## src/rtl/fpbr_pkg.sv

```systemverilog
package fpbr_pkg;

    localparam int PC_W = 64;

    typedef enum logic [1:0] {
        FCC_EQ = 2'd0,
        FCC_LT = 2'd1,
        FCC_GT = 2'd2,
        FCC_UN = 2'd3
    } fcc_e;

    typedef enum logic [3:0] {
        TST_NEVER  = 4'h0,
        TST_NE     = 4'h1,
        TST_LG     = 4'h2,
        TST_UL     = 4'h3,
        TST_L      = 4'h4,
        TST_UG     = 4'h5,
        TST_G      = 4'h6,
        TST_U      = 4'h7,
        TST_ALWAYS = 4'h8,
        TST_E      = 4'h9,
        TST_UE     = 4'hA,
        TST_GE     = 4'hB,
        TST_UGE    = 4'hC,
        TST_LE     = 4'hD,
        TST_ULE    = 4'hE,
        TST_ORD    = 4'hF
    } test_e;

    // accept mask bit order: {unordered, greater, less, equal}
    typedef logic [3:0] accept_t;

    typedef struct packed {
        logic            valid;
        logic            taken;
        logic            annul_slot;
        logic [PC_W-1:0] pc_next;
        logic [PC_W-1:0] pc_next2;
    } result_t;

endpackage

```

## src/rtl/fpbr_cc_select.sv

```systemverilog
module fpbr_cc_select #(
    parameter int STAT_W   = 64,
    parameter int NUM_SETS = 4,
    parameter int BASE0_LO = 10,
    parameter int BASE1_LO = 32
) (
    input  logic [STAT_W-1:0]           fp_status,
    input  logic                        form_ver,
    input  logic [$clog2(NUM_SETS)-1:0] cc_set,
    output logic [1:0]                  cc
);
    logic [1:0] fields [NUM_SETS];

    genvar gi;
    generate
        for (gi = 0; gi < NUM_SETS; gi++) begin : g_field
            localparam int LO = (gi == 0) ? BASE0_LO : BASE1_LO + 2 * (gi - 1);
            assign fields[gi] = fp_status[LO+1:LO];
        end
    endgenerate

    logic unused_status;
    assign unused_status = ^fp_status;

    always_comb begin
        if (form_ver) cc = fields[cc_set];
        else          cc = fields[0];
    end
endmodule

```

## src/rtl/fpbr_cond_eval.sv

```systemverilog
module fpbr_cond_eval
    import fpbr_pkg::*;
(
    input  logic [3:0] test_code,
    input  logic [1:0] cc,
    output logic       pass,
    output logic       is_always
);
    accept_t mask;
    accept_t hit;

    always_comb begin
        unique case (test_e'(test_code))
            TST_NEVER:  mask = 4'b0000;
            TST_ALWAYS: mask = 4'b1111;
            TST_U:      mask = 4'b1000;
            TST_G:      mask = 4'b0100;
            TST_UG:     mask = 4'b1100;
            TST_L:      mask = 4'b0010;
            TST_UL:     mask = 4'b1010;
            TST_LG:     mask = 4'b0110;
            TST_NE:     mask = 4'b1110;
            TST_E:      mask = 4'b0001;
            TST_UE:     mask = 4'b1001;
            TST_GE:     mask = 4'b0101;
            TST_UGE:    mask = 4'b1101;
            TST_LE:     mask = 4'b0011;
            TST_ULE:    mask = 4'b1011;
            TST_ORD:    mask = 4'b0111;
            default:    mask = 4'b0000;
        endcase
    end

    always_comb begin
        hit = '0;
        unique case (fcc_e'(cc))
            FCC_EQ:  hit[0] = 1'b1;
            FCC_LT:  hit[1] = 1'b1;
            FCC_GT:  hit[2] = 1'b1;
            FCC_UN:  hit[3] = 1'b1;
            default: hit = '0;
        endcase
    end

    assign pass      = |(mask & hit);
    assign is_always = (test_code == TST_ALWAYS);

    // exactly one of the four condition states is decoded
    always_comb begin
        a_cc_onehot_r1: assert ($countones(hit) == 1 || $isunknown(cc));
    end
endmodule

```

## src/rtl/fpbr_pc_update.sv

```systemverilog
module fpbr_pc_update #(
    parameter int PC_W   = 64,
    parameter int DISP_W = 22,
    parameter int VDSP_W = 19
) (
    input  logic [PC_W-1:0]   pc_cur,
    input  logic [PC_W-1:0]   pc_next,
    input  logic [PC_W-1:0]   pc_next2,
    input  logic [DISP_W-1:0] disp_field,
    input  logic              form_ver,
    input  logic              annul,
    input  logic              pass,
    input  logic              is_always,
    output logic              taken,
    output logic              annul_slot,
    output logic [PC_W-1:0]   pc_next_n,
    output logic [PC_W-1:0]   pc_next2_n
);
    localparam int LEG_PAD = PC_W - DISP_W - 2;
    localparam int VER_PAD = PC_W - VDSP_W - 2;

    logic [PC_W-1:0] off_leg, off_ver, offset, target;

    assign off_leg = {{LEG_PAD{disp_field[DISP_W-1]}}, disp_field, 2'b00};
    assign off_ver = {{VER_PAD{disp_field[VDSP_W-1]}}, disp_field[VDSP_W-1:0], 2'b00};
    assign offset  = form_ver ? off_ver : off_leg;
    assign target  = pc_cur + offset;

    always_comb begin
        taken      = 1'b0;
        annul_slot = 1'b0;
        pc_next_n  = pc_next;
        pc_next2_n = pc_next2;
        if (is_always) begin
            taken = 1'b1;
            if (annul) begin
                annul_slot = 1'b1;
                pc_next_n  = target;
                pc_next2_n = target + PC_W'(4);
            end else begin
                pc_next2_n = target;
            end
        end else if (pass) begin
            taken      = 1'b1;
            pc_next2_n = target;
        end else if (annul) begin
            annul_slot = 1'b1;
            pc_next_n  = pc_next + PC_W'(4);
            pc_next2_n = pc_next + PC_W'(8);
        end
    end
endmodule

```

## src/rtl/fpbr_unit.sv

```systemverilog
module fpbr_unit
    import fpbr_pkg::*;
#(
    parameter int STAT_W = 64,
    parameter int DISP_W = 22,
    parameter int VDSP_W = 19
) (
    input  logic              clk,
    input  logic              rst,
    input  logic              in_valid,
    input  logic [3:0]        test_code,
    input  logic              annul,
    input  logic              form_ver,
    input  logic [1:0]        cc_set,
    input  logic [DISP_W-1:0] disp_field,
    input  logic [STAT_W-1:0] fp_status,
    input  logic [PC_W-1:0]   pc_cur,
    input  logic [PC_W-1:0]   pc_next,
    input  logic [PC_W-1:0]   pc_next2,
    output logic              out_valid,
    output logic              taken,
    output logic              annul_slot,
    output logic [PC_W-1:0]   pc_next_o,
    output logic [PC_W-1:0]   pc_next2_o
);
    logic [1:0]      cc;
    logic            pass, is_always, taken_c, slot_c;
    logic [PC_W-1:0] pn_c, pn2_c;
    result_t         st_d, st_q;

    fpbr_cc_select #(.STAT_W(STAT_W), .NUM_SETS(4)) u_sel (
        .fp_status(fp_status), .form_ver(form_ver), .cc_set(cc_set), .cc(cc)
    );

    fpbr_cond_eval u_eval (
        .test_code(test_code), .cc(cc), .pass(pass), .is_always(is_always)
    );

    fpbr_pc_update #(.PC_W(PC_W), .DISP_W(DISP_W), .VDSP_W(VDSP_W)) u_upd (
        .pc_cur(pc_cur), .pc_next(pc_next), .pc_next2(pc_next2),
        .disp_field(disp_field), .form_ver(form_ver), .annul(annul),
        .pass(pass), .is_always(is_always), .taken(taken_c),
        .annul_slot(slot_c), .pc_next_n(pn_c), .pc_next2_n(pn2_c)
    );

    always_comb begin
        st_d       = st_q;
        st_d.valid = in_valid;
        if (in_valid) begin
            st_d.taken      = taken_c;
            st_d.annul_slot = slot_c;
            st_d.pc_next    = pn_c;
            st_d.pc_next2   = pn2_c;
        end
    end

    always_ff @(posedge clk) begin
        if (rst) st_q <= '0;
        else     st_q <= st_d;
    end

    assign out_valid  = st_q.valid;
    assign taken      = st_q.taken;
    assign annul_slot = st_q.annul_slot;
    assign pc_next_o  = st_q.pc_next;
    assign pc_next2_o = st_q.pc_next2;

    p_accept_r10: assert property (@(posedge clk) disable iff (rst)
        in_valid |=> out_valid);
    p_idle_r10: assert property (@(posedge clk) disable iff (rst)
        !in_valid |=> !out_valid && $stable(pc_next_o) && $stable(pc_next2_o));
    p_skip_gap_r6: assert property (@(posedge clk) disable iff (rst)
        out_valid && annul_slot |-> pc_next2_o == pc_next_o + PC_W'(4));
    p_hold_r5: assert property (@(posedge clk) disable iff (rst)
        in_valid && !taken_c && !slot_c |=> pc_next_o == $past(pc_next) && pc_next2_o == $past(pc_next2));
    p_keep_slot_r4: assert property (@(posedge clk) disable iff (rst)
        in_valid && pass && !is_always |=> taken && !annul_slot && pc_next_o == $past(pc_next));
    p_never_r9: assert property (@(posedge clk) disable iff (rst)
        in_valid && test_code == 4'h0 |=> !taken);
    p_always_r7: assert property (@(posedge clk) disable iff (rst)
        in_valid && test_code == 4'h8 |=> taken);
endmodule

```

## config.mk

```make
export PLATFORM = sky130hd
export DESIGN_NAME = fpbr_unit
export DESIGN_NICKNAME = d
export VERILOG_FILES = /design/src/rtl/fpbr_pkg.sv /design/src/rtl/fpbr_cc_select.sv /design/src/rtl/fpbr_cond_eval.sv /design/src/rtl/fpbr_pc_update.sv /design/src/rtl/fpbr_unit.sv
export SDC_FILE = /design/constraint.sdc
export NUM_CORES = 1
export LEC_CHECK = 0
export CAP_MARGIN = 25
export CORE_MARGIN = 2
export CORE_UTILIZATION = 51
export CTS_BUF_LIST = sky130_fd_sc_hd__clkbuf_2 sky130_fd_sc_hd__clkbuf_4 sky130_fd_sc_hd__clkbuf_8
export CTS_CLUSTER_DIAMETER = 40
export DETAILED_ROUTE_END_ITERATION = 10
export GPL_ROUTABILITY_DRIVEN = 0
export MAX_ROUTING_LAYER = met4
export PLACE_DENSITY = 0.84
export SKIP_CTS_REPAIR_TIMING = 1
export SLEW_MARGIN = 10
export SYNTH_ARGS = -nofsm -noshare
export SYNTH_HDL_FRONTEND = slang
export SYNTH_SLANG_ARGS = --single-unit
```

## constraint.sdc

```tcl
create_clock -name clk -period 10.5 [get_ports clk]
set_clock_uncertainty 0.2 [all_clocks]
set_input_delay 2.1 -clock clk [delete_from_list [all_inputs] [get_ports clk]]
set_output_delay 2.1 -clock clk [all_outputs]
set_load 0.05 [all_outputs]
```

## Word-level counts from Yosys, hierarchy flattened

Memories as Yosys holds them, arrays and structs flattened.
Cells that the tools add are included.

| storage, ports and cells | value |
|---|---|
| memories kept | 1 |
| register bits after elaboration | 131 |
| bits in read-only memories | 64 |
| output and inout bits | 131 |

Memory list:

| name | depth | bits a word | read ports | clocked after memory_dff | wr ports | RTL line | source |
|---|---|---|---|---|---|---|---|
| (no name shown) | 16 | 4 | 1 | 0 | 0 | fpbr_cond_eval.sv:13 | `unique case (test_e'(test_code))` |

| operators by class | value |
|---|---|
| eq/ne operators | 4 |
| bitwise logic cells | 2 |
| muxes and demuxes | 22 |
| add/subtract/negate cells | 4 |
| reductions and logical operators | 2 |
| magnitude comparators | 1 |

Operators by type and width:

| kind | count |
|---|---|
| $mux 64 | 9 |
| $add 64x3->64 const B | 2 |
| $add 64x4->64 const B | 1 |
| $add 64x64->64 | 1 |
| $mux 1 | 9 |
| $mux 2 | 3 |
| $and 4x4->4 | 1 |
| $bmux 2 s2 | 1 |
| $eq 2x2->1 const B | 2 |
| $eq 4x4->1 const B | 1 |
| $reduce_or 4->1 | 1 |
| $ge 3x3->1 const B | 1 |
| $not 2->3 | 1 |
| $eq 2x1->1 const B | 1 |
| $logic_not 2->1 | 1 |

## Logic depth before layout (Yosys ltp)

Gate-level depths: netlist of the first run.

| depth | value |
|---|---|
| depth after elaboration | 11 |
| gate-level depth with buffers | 19 |

## Hierarchy

A second synthesis of the first run with hierarchy kept.

| unflattened totals | value |
|---|---|
| cell total of the unflattened synthesis | 2262 |
| area total of the unflattened synthesis | 15800.2 sq um |

By module, submodules not included:

| module | seq. area each (sq um) | instances | area an instance (sq um) | cells each |
|---|---|---|---|---|
| fpbr_pc_update | 0.0 | 1 | 10936.7 | 1810 |
| fpbr_unit | 2622.5 | 1 | 4640.7 | 422 |
| fpbr_cond_eval | 0.0 | 1 | 121.4 | 17 |
| fpbr_cc_select | 0.0 | 1 | 101.3 | 13 |

## Worst setup path before layout of the first run

No wires, ideal clock.

| timing path | value |
|---|---|
| path type | input to register |
| from | input form_ver |
| to | register st_q (netlist bit pc_next2_o[59]) |
| arrival time | 8.754 ns |
| path slack | 1.484 ns |
| stages on the path | 16 |
| data required time | 10.238 ns |
| path through | clkbuf_1 > o21ai_0 > ha_1 > buf_2 > a21oi_1 > a21boi_0 > a211oi_1 > a21oi_1 > nor3_2 > nand4_1 > nor4_4 > nand3_1 > or4_1 > or4_1 > nand3_1 > a32o_1 |

| between the ends | value |
|---|---|
| cells in the longest elaborated chain, start to end | 7 |
| elaborated cells on any way between the ends | 17 |
| classes of those cells | add/sub (2); eq/ne (3); mux (9); bitwise (1); reduce/logical (2) |

RTL lines:

| element | RTL line | source |
|---|---|---|
| start: declaration | fpbr_unit.sv:13 | `input logic form_ver,` |
| parallel branches: the longest is 6 deep, another holds $add 64x64->64 | - |  |
| $mux 64 (*) | fpbr_pc_update.sv:34 | `if (is_always) begin` |
| end signal: assignment | fpbr_unit.sv:59 | `else st_q <= st_d;` |
| end: declaration | fpbr_unit.sv:29 | `result_t st_d, st_q;` |

Mark *: on every way between the ends.
A chain may end at the register's enable or synchronous reset.

## Final worst setup path of the first run

| timing path | value |
|---|---|
| from | input form_ver |
| to | register st_q (netlist bit pc_next2_o[57]) |

The elaborated chain is that of the path after synthesis.

==> run metrics, run 1 <==
Yosys warning count 0; vias in the first global route between 15000 and 20000; most used cell, CP nand2_1; Final min period 8.17 ns; FF-to-FF path depth 4; vias per inst about 6.9; IO buf count ~360; Synth Cell Area roughly 0.016 mm2; FF-to-FF End pc_next2_o[57]; CP startpoint kind input pin; Setup WS post-layout around 2.3 ns; Site Rows between 60 and 70; FF-to-FF setup slack slightly above 9 ns; CTS tree yes; WL/cell between 20 and 25 um; via count between 20000 and 25000; # fillers 2596; hold path depth 2; FF+latch count, synth approximately 130; most numerous cell in the Yosys netlist nor2_1; hold endpoint pc_next_o[28]; share of layout cells above drive strength 1 a little under 4%; Horiz. Die Dim roughly 180 um; Clock Tree Buf Depth 2; Post-Route WL around 66000 um; area grow syn2layout 26.3%; first-pass GRT wire length 98700 um; GR Overflow Total 0; total track usage 40.7%; Worst EP arrival around 8.3 ns; cells after synthesis around 2300; TritonRoute pass-1 iters 11; Post-synth EDFFs 0; worst path bufs/invs 2; Core Region 0.0298 mm2; static leakage around 6.9 nW; # setup viols final 0; crit-path leading delay family simple AND/OR/NAND/NOR gates; top cell type's share of synthesized area between 15 and 20%; final antenna-violating net count 0; Critical Path, Cell by Cell clkdlybuf4s50_1 -> nand2_1 -> o21ai_4 -> buf_12 -> ha_1 -> nand4_1 -> or2_2 -> nor3_1 -> o211a_1 -> nor4_1 -> a2111oi_1 -> nand2_1 -> nand4b_1 -> nand4bb_1 -> nor2_1 -> xnor2_1 -> a21oi_1; DR iter-0 viols approximately 3400; initial core utilization a little over half; Place WS 1.70 ns; initial antenna violation count 3; Slew headroom a little over a quarter; Reg area approximately 0.0026 mm2; Hold Startpoint pc_next_o[28]; Worst-Margin Slew roughly 1.1 ns; worst r2r src pc_next2_o[57]; CP Class in2reg; TritonCTS Buffers 17; Cell Area, Placed between 0.015 and 0.02 mm2; root buf cell clkbuf_8; fin nets 2852; DRC Markers 1; sequential fraction of the synthesis area between 10% and 20%; Slowest-stage cell, CP a2111oi_1; PwrDens ~120 mW/mm2; Hold Path Class reg2reg; Top FF cell, synth dfxtp_1; Sum Neg Setup Slack 0 ns; peak supply drop roughly 0.099 mV; final cycle utilization of the critical path between 70 and 80%; Multi-input gate area roughly 0.012 mm2; top-level I/O count 420; Synth area leaders dfxtp_1 (17%), a21oi_1 (6.8%), nor2_1 (6.5%); list of most frequent post-synthesis cells nor2_1 (267), nand2_1 (243), a21oi_1 (212), clkbuf_1 (145), dfxtp_1 (131); Critical Path Max Stage Delay 0.93 ns; violated checks design-rule violations; full die area between 0.03 and 0.04 mm2; Clk pin slew, worst setup/hold paths around 0.10 ns; Fmax about 0.12 GHz; Worst Path Max Fanout 35; Finished Cell Area between 0.015 and 0.02 mm2; status complete, but fails checks; asr flop ratio synth 0%; RSZ-0062 raised after global routing no; CP required about 11 ns; count of cell types in the netlist 92; clk_lat worst skew ~0.46 ns; Slew Viols, Final 0; area leader, netlist dfxtp_1; # H-tree levels 4; pin count of the biggest net entering global routing 103; die height between 150 and 200 um; Net Count, Synth around 2600; max cap viols 0; dpl hpwl approximately 50000 um; syn avg cell area between 6 and 7 um2; final hold viol count 0; Crit. End Element register; Clock Sink Count about 130
## per-stage QoR
step | power (W) | util [%] | cells | hold WS [ns]
after CTS | 0.00230 | 65.6 | 2895 | 0.268
after global placement | 0.00179 | 64.1 | 2863 | 0.241
after global routing | 0.00245 | 65.8 | 2902 | 0.281
after floorplan | 0.00140 | - | 2266 | 0.474
after detailed placement | 0.00182 | 64.1 | 2863 | 0.248
final | 0.00236 | 65.8 | 2902 | 0.267
## how the worst max path moves through the flow
stage	end	cells past startpoint	from
6_report	pc_next2_o[57]	17	form_ver
5_1_grt	pc_next2_o[59]	17	form_ver
4_1_cts	pc_next2_o[62]	14	form_ver
3_5_place_dp	pc_next2_o[62]	14	form_ver
3_3_place_gp	pc_next2_o[62]	14	form_ver
2_1_floorplan	pc_next2_o[59]	16	form_ver
## state kept, by name, summed over array words and instances (netlist names)
signal / count
taken: 1
out_valid: 1
annul_slot: 1
pc_next_o: 64
pc_next2_o: 64
## tightest hold or removal path: cells and delay by family, from the launching register on
kind	cells	cell delay [ns]
flip-flops	1	0.31
AND/OR/NAND/NOR	1	0.06
AO/OA/AOI/OAI	1	0.05
## power breakdown
group          switching, W  leakage (nW)  internal [W]
Clock              0.000248         0.212      0.000242
Combinational      0.000833          5.65      0.000460
Sequential        0.0000352          1.08      0.000543
Total               0.00112          6.95       0.00125
## cell usage in the layout (no fill, tap or decap), drive strengths merged, types with 20 or more instances in the layout
cell type and instances:
a21o 32, xor2 62, ha 66, or3 30, nand2 243, a311oi 20, nand3 69, and3 25
a21oi 212, nor3 78, inv 50, nor2 267, buf 25, o211ai 47, and2 23, a31oi 25
xnor2 86, o21ai 132, a211oi 121, dfxtp 131, nand4 73, nor4 23, mux2i 40, clkdlybuf4s50 360
## cell families (layout without fill, tap and decap cells)
logic type,after synthesis,count (layout),share of synthesized area (%)
compound gates,752,752,32.4
buf+inv,216,459,5.50
simple gates,907,907,28.4
flops,131,131,16.9
mux,44,44,2.87
fa+ha+maj,67,67,5.45
xor+xnor,149,149,8.49
other cells,0,3,0
## layout make-up
cell class / instances / share of cell area (%)
Antenna cell: 3 / 0.0383
Clock buffer: 17 / 1.19
Clock inverter: 15 / 0.989
Inverter: 42 / 0.804
Multi-Input combinational cell: 1919 / 61.6
Sequential cell: 131 / 13.4
Tap cell: 390 / 2.49
Timing Repair Buffer: 385 / 19.5
## layer usage
| metal | part of all wire [%] | GRT usage (%) | routed length [um] |
|---|---|---|---|
| met2 | 42 | 60.3 | 27900 |
| met1 | 38 | 51.0 | 24800 |
| met5 | 0 | - | 0 |
| met4 | 6.2 | 21.2 | 4100 |
| met3 | 14 | 10.1 | 9010 |
No activity file was read; power rests on OpenSTA's default activity.
==> run 2, diff against run 1 <==
CORE_UTILIZATION = 46   (was 51)
PLACE_DENSITY = 0.8   (was 0.84)
clock period = 6.9 ns   (was 10.5 ns; I/O delays follow)
==> run 2 against run 1 <==
The flow now finishes without violations. Flip-flop and latch count unchanged. Global-route usage decreased by 3.2 points. Critical path depth increased by 1. Register-to-register slack got worse by 3.6 ns.
==> run metrics, run 2 (same netlist as run 1, synthesis figures left out) <==
Final min period roughly 6.3 ns; die height 188 um (was 178 um); final cycle utilization of the critical path 91.9%; full die area 0.0352 mm2 (was 0.0319 mm2); total track usage 37.5% (was 40.7%); CP Class in2reg (unchanged); Sw Pwr 0.00170 W (was 0.00112 W); static leakage 7.42 nW (was 6.95 nW); GR Overflow Total 0 (unchanged); status finished clean (was complete, but fails checks); first-pass GRT wire length 103000 um (was 98700 um); root buf cell clkbuf_8 (unchanged); top-level I/O count 420 (unchanged); # setup viols final 0 (unchanged); initial antenna violation count 1 (was 3); crit path capture pc_next2_o[61] (was pc_next2_o[57]); Gate power share 55.7% (was 54.7%); Finished Cell Area 0.0204 mm2 (was 0.0196 mm2); clock power share 20.9% (was 20.8%); Worst-Margin Slew 1.06 ns (was 1.09 ns); Horiz. Die Dim 188 um (was 178 um); FF-to-FF setup slack 5.66 ns (was 9.25 ns); initial core utilization 46.5% (was 52.1%); Post-Route WL 67200 um (was 65800 um); area grow syn2layout 31.6% (was 26.3%); via count 20100 (was 20000); Site Rows 67 (was 63); Clock Tree Buf Depth 2 (unchanged); pin count of the biggest net entering global routing 85 (was 103); Cell Area, Placed 0.0200 mm2 (was 0.0191 mm2); RSZ-0062 raised after global routing no (unchanged); Hold Path Class reg2reg (unchanged); DRC Markers 0 (was 1); Core Region 0.0334 mm2 (was 0.0298 mm2); DR iter-0 viols 3251 (was 3401); most common cell after layout, fill and taps aside clkdlybuf4s50_1 (unchanged); critical path startpoint form_ver (unchanged); switching share of power 45.2% (was 47.3%); Power Internal 0.00206 W (was 0.00125 W); FF-to-FF path depth 4 (unchanged); final hold viol count 0 (unchanged); WL/cell 22.0 um (was 22.7 um); CTS tree yes (unchanged); FF-to-FF End pc_next2_o[57] (unchanged); CP required 7.05 ns (was 10.63 ns); Clock Sink Count 131 (unchanged); clk_lat worst skew 0.48 ns (was 0.46 ns); vias in the first global route 18300 (was 18000); Worst Path Max Fanout 17 (was 35); TritonCTS Buffers 17 (unchanged); worst r2r src pc_next2_o[57] (unchanged); # H-tree levels 4 (unchanged); Fmax around 0.16 GHz; commonest cells after routing, fill and taps aside clkdlybuf4s50_1 (360), nor2_1 (265), nand2_1 (243), a21oi_1 (212), dfxtp_1 (131) (unchanged); Slew headroom 29.0% (was 26.6%); Clk pin slew, worst setup/hold paths 0.08 ns (was 0.10 ns); Sum Neg Setup Slack 0 ns (unchanged); peak supply drop 0.134 mV (was 0.0995 mV); fin nets 2949 (was 2852); Worst EP arrival 6.49 ns (was 8.30 ns); dpl hpwl 51800 um (was 50000 um); final antenna-violating net count 0 (unchanged); vias per inst 6.59 (was 6.90); max cap viols 0 (unchanged); sequential power share 23.5% (was 24.5%); IO buf count 363 (unchanged); Crit. End Element register (unchanged); Slew Viols, Final 0 (unchanged); TritonRoute pass-1 iters 7 (was 11); PwrDens 184 mW/mm2 (was 120 mW/mm2); CP startpoint kind input pin (unchanged); share of layout cells above drive strength 1 7.52% (was 3.95%)
run 2: cell types whose count changed in the layout (fill, tap and decap cells not counted), sizes merged:
cell,delta
buf,+97
inv,-8
clkinv,+4
bufinv,+2
diode,-2
clkbuf,+1
clkinvlp,+1
run 2: how the worst min path moves through the flow:
stage	from	endpoint	slack, ns	cells after the start
2_1_floorplan	pc_next_o[36]	pc_next_o[36]	0.47	2
3_3_place_gp	pc_next_o[26]	pc_next_o[26]	0.24	2
3_5_place_dp	pc_next2_o[8]	pc_next2_o[8]	0.26	2
4_1_cts	pc_next2_o[8]	pc_next2_o[8]	0.27	2
5_1_grt	pc_next_o[40]	pc_next_o[40]	0.29	2
6_report	pc_next2_o[21]	pc_next2_o[21]	0.27	2
run 2: final cells by class:
type / count / area, um2
Fill cell: 2999 / 12900
Inverter: 42 / 158
Clock buffer: 18 / 248
Sequential cell: 131 / 2620
Tap cell: 448 / 561
Clock inverter: 14 / 210
Multi-Input combinational cell: 1919 / 12100
Antenna cell: 1 / 2.50
Timing Repair Buffer: 482 / 4540
run 2: per-layer routing:
metal | global-route usage (%) | up-vias | share of wire (%)
met5 | - | - | 0
met2 | 55.4 | 1543 | 42
met3 | 8.97 | 293 | 13
met1 | 47.3 | 9143 | 39
met4 | 20.0 | 0 | 6.2
li1 | - | 9144 | -
run 2: power by group through the flow:
stage	clock network [W]	logic [W]	registers [W]
2_1_floorplan	0	0.00101	0.00112
3_3_place_gp	0	0.00197	0.000895
3_5_place_dp	0	0.00201	0.000895
4_1_cts	0.000786	0.00202	0.000878
5_1_grt	0.000811	0.00220	0.000886
6_report	0.000784	0.00209	0.000880
run 2: worst max-delay path, cell delays in order:
cell and delay (ns):
clkdlybuf4s50_1 0.46, buf_12 0.18, nand2_1 0.13, o21ai_4 0.14
buf_12 0.18, ha_1 0.43, nand4_1 0.15, or2_2 0.34
nor3_1 0.40, a221o_1 0.35, nor4_1 0.09, a2111oi_1 0.57
buf_4 0.24, inv_1 0.06, or4_1 0.62, nor3_2 0.25
xnor2_1 0.10, a2111oi_1 0.42
run 2: per-stage QoR:
stage	util (%)	power, W	hold slack [ns]	std cells	setup WS, ns
after floorplan	-	0.00213	0.474	2266	0.308
after global placement	59.8	0.00286	0.238	3022	0.299
after detailed placement	59.8	0.00290	0.256	3022	0.191
after CTS	61.2	0.00368	0.268	3054	0.670
after global routing	61.2	0.00390	0.286	3055	0.217
final	61.2	0.00375	0.266	3055	0.560
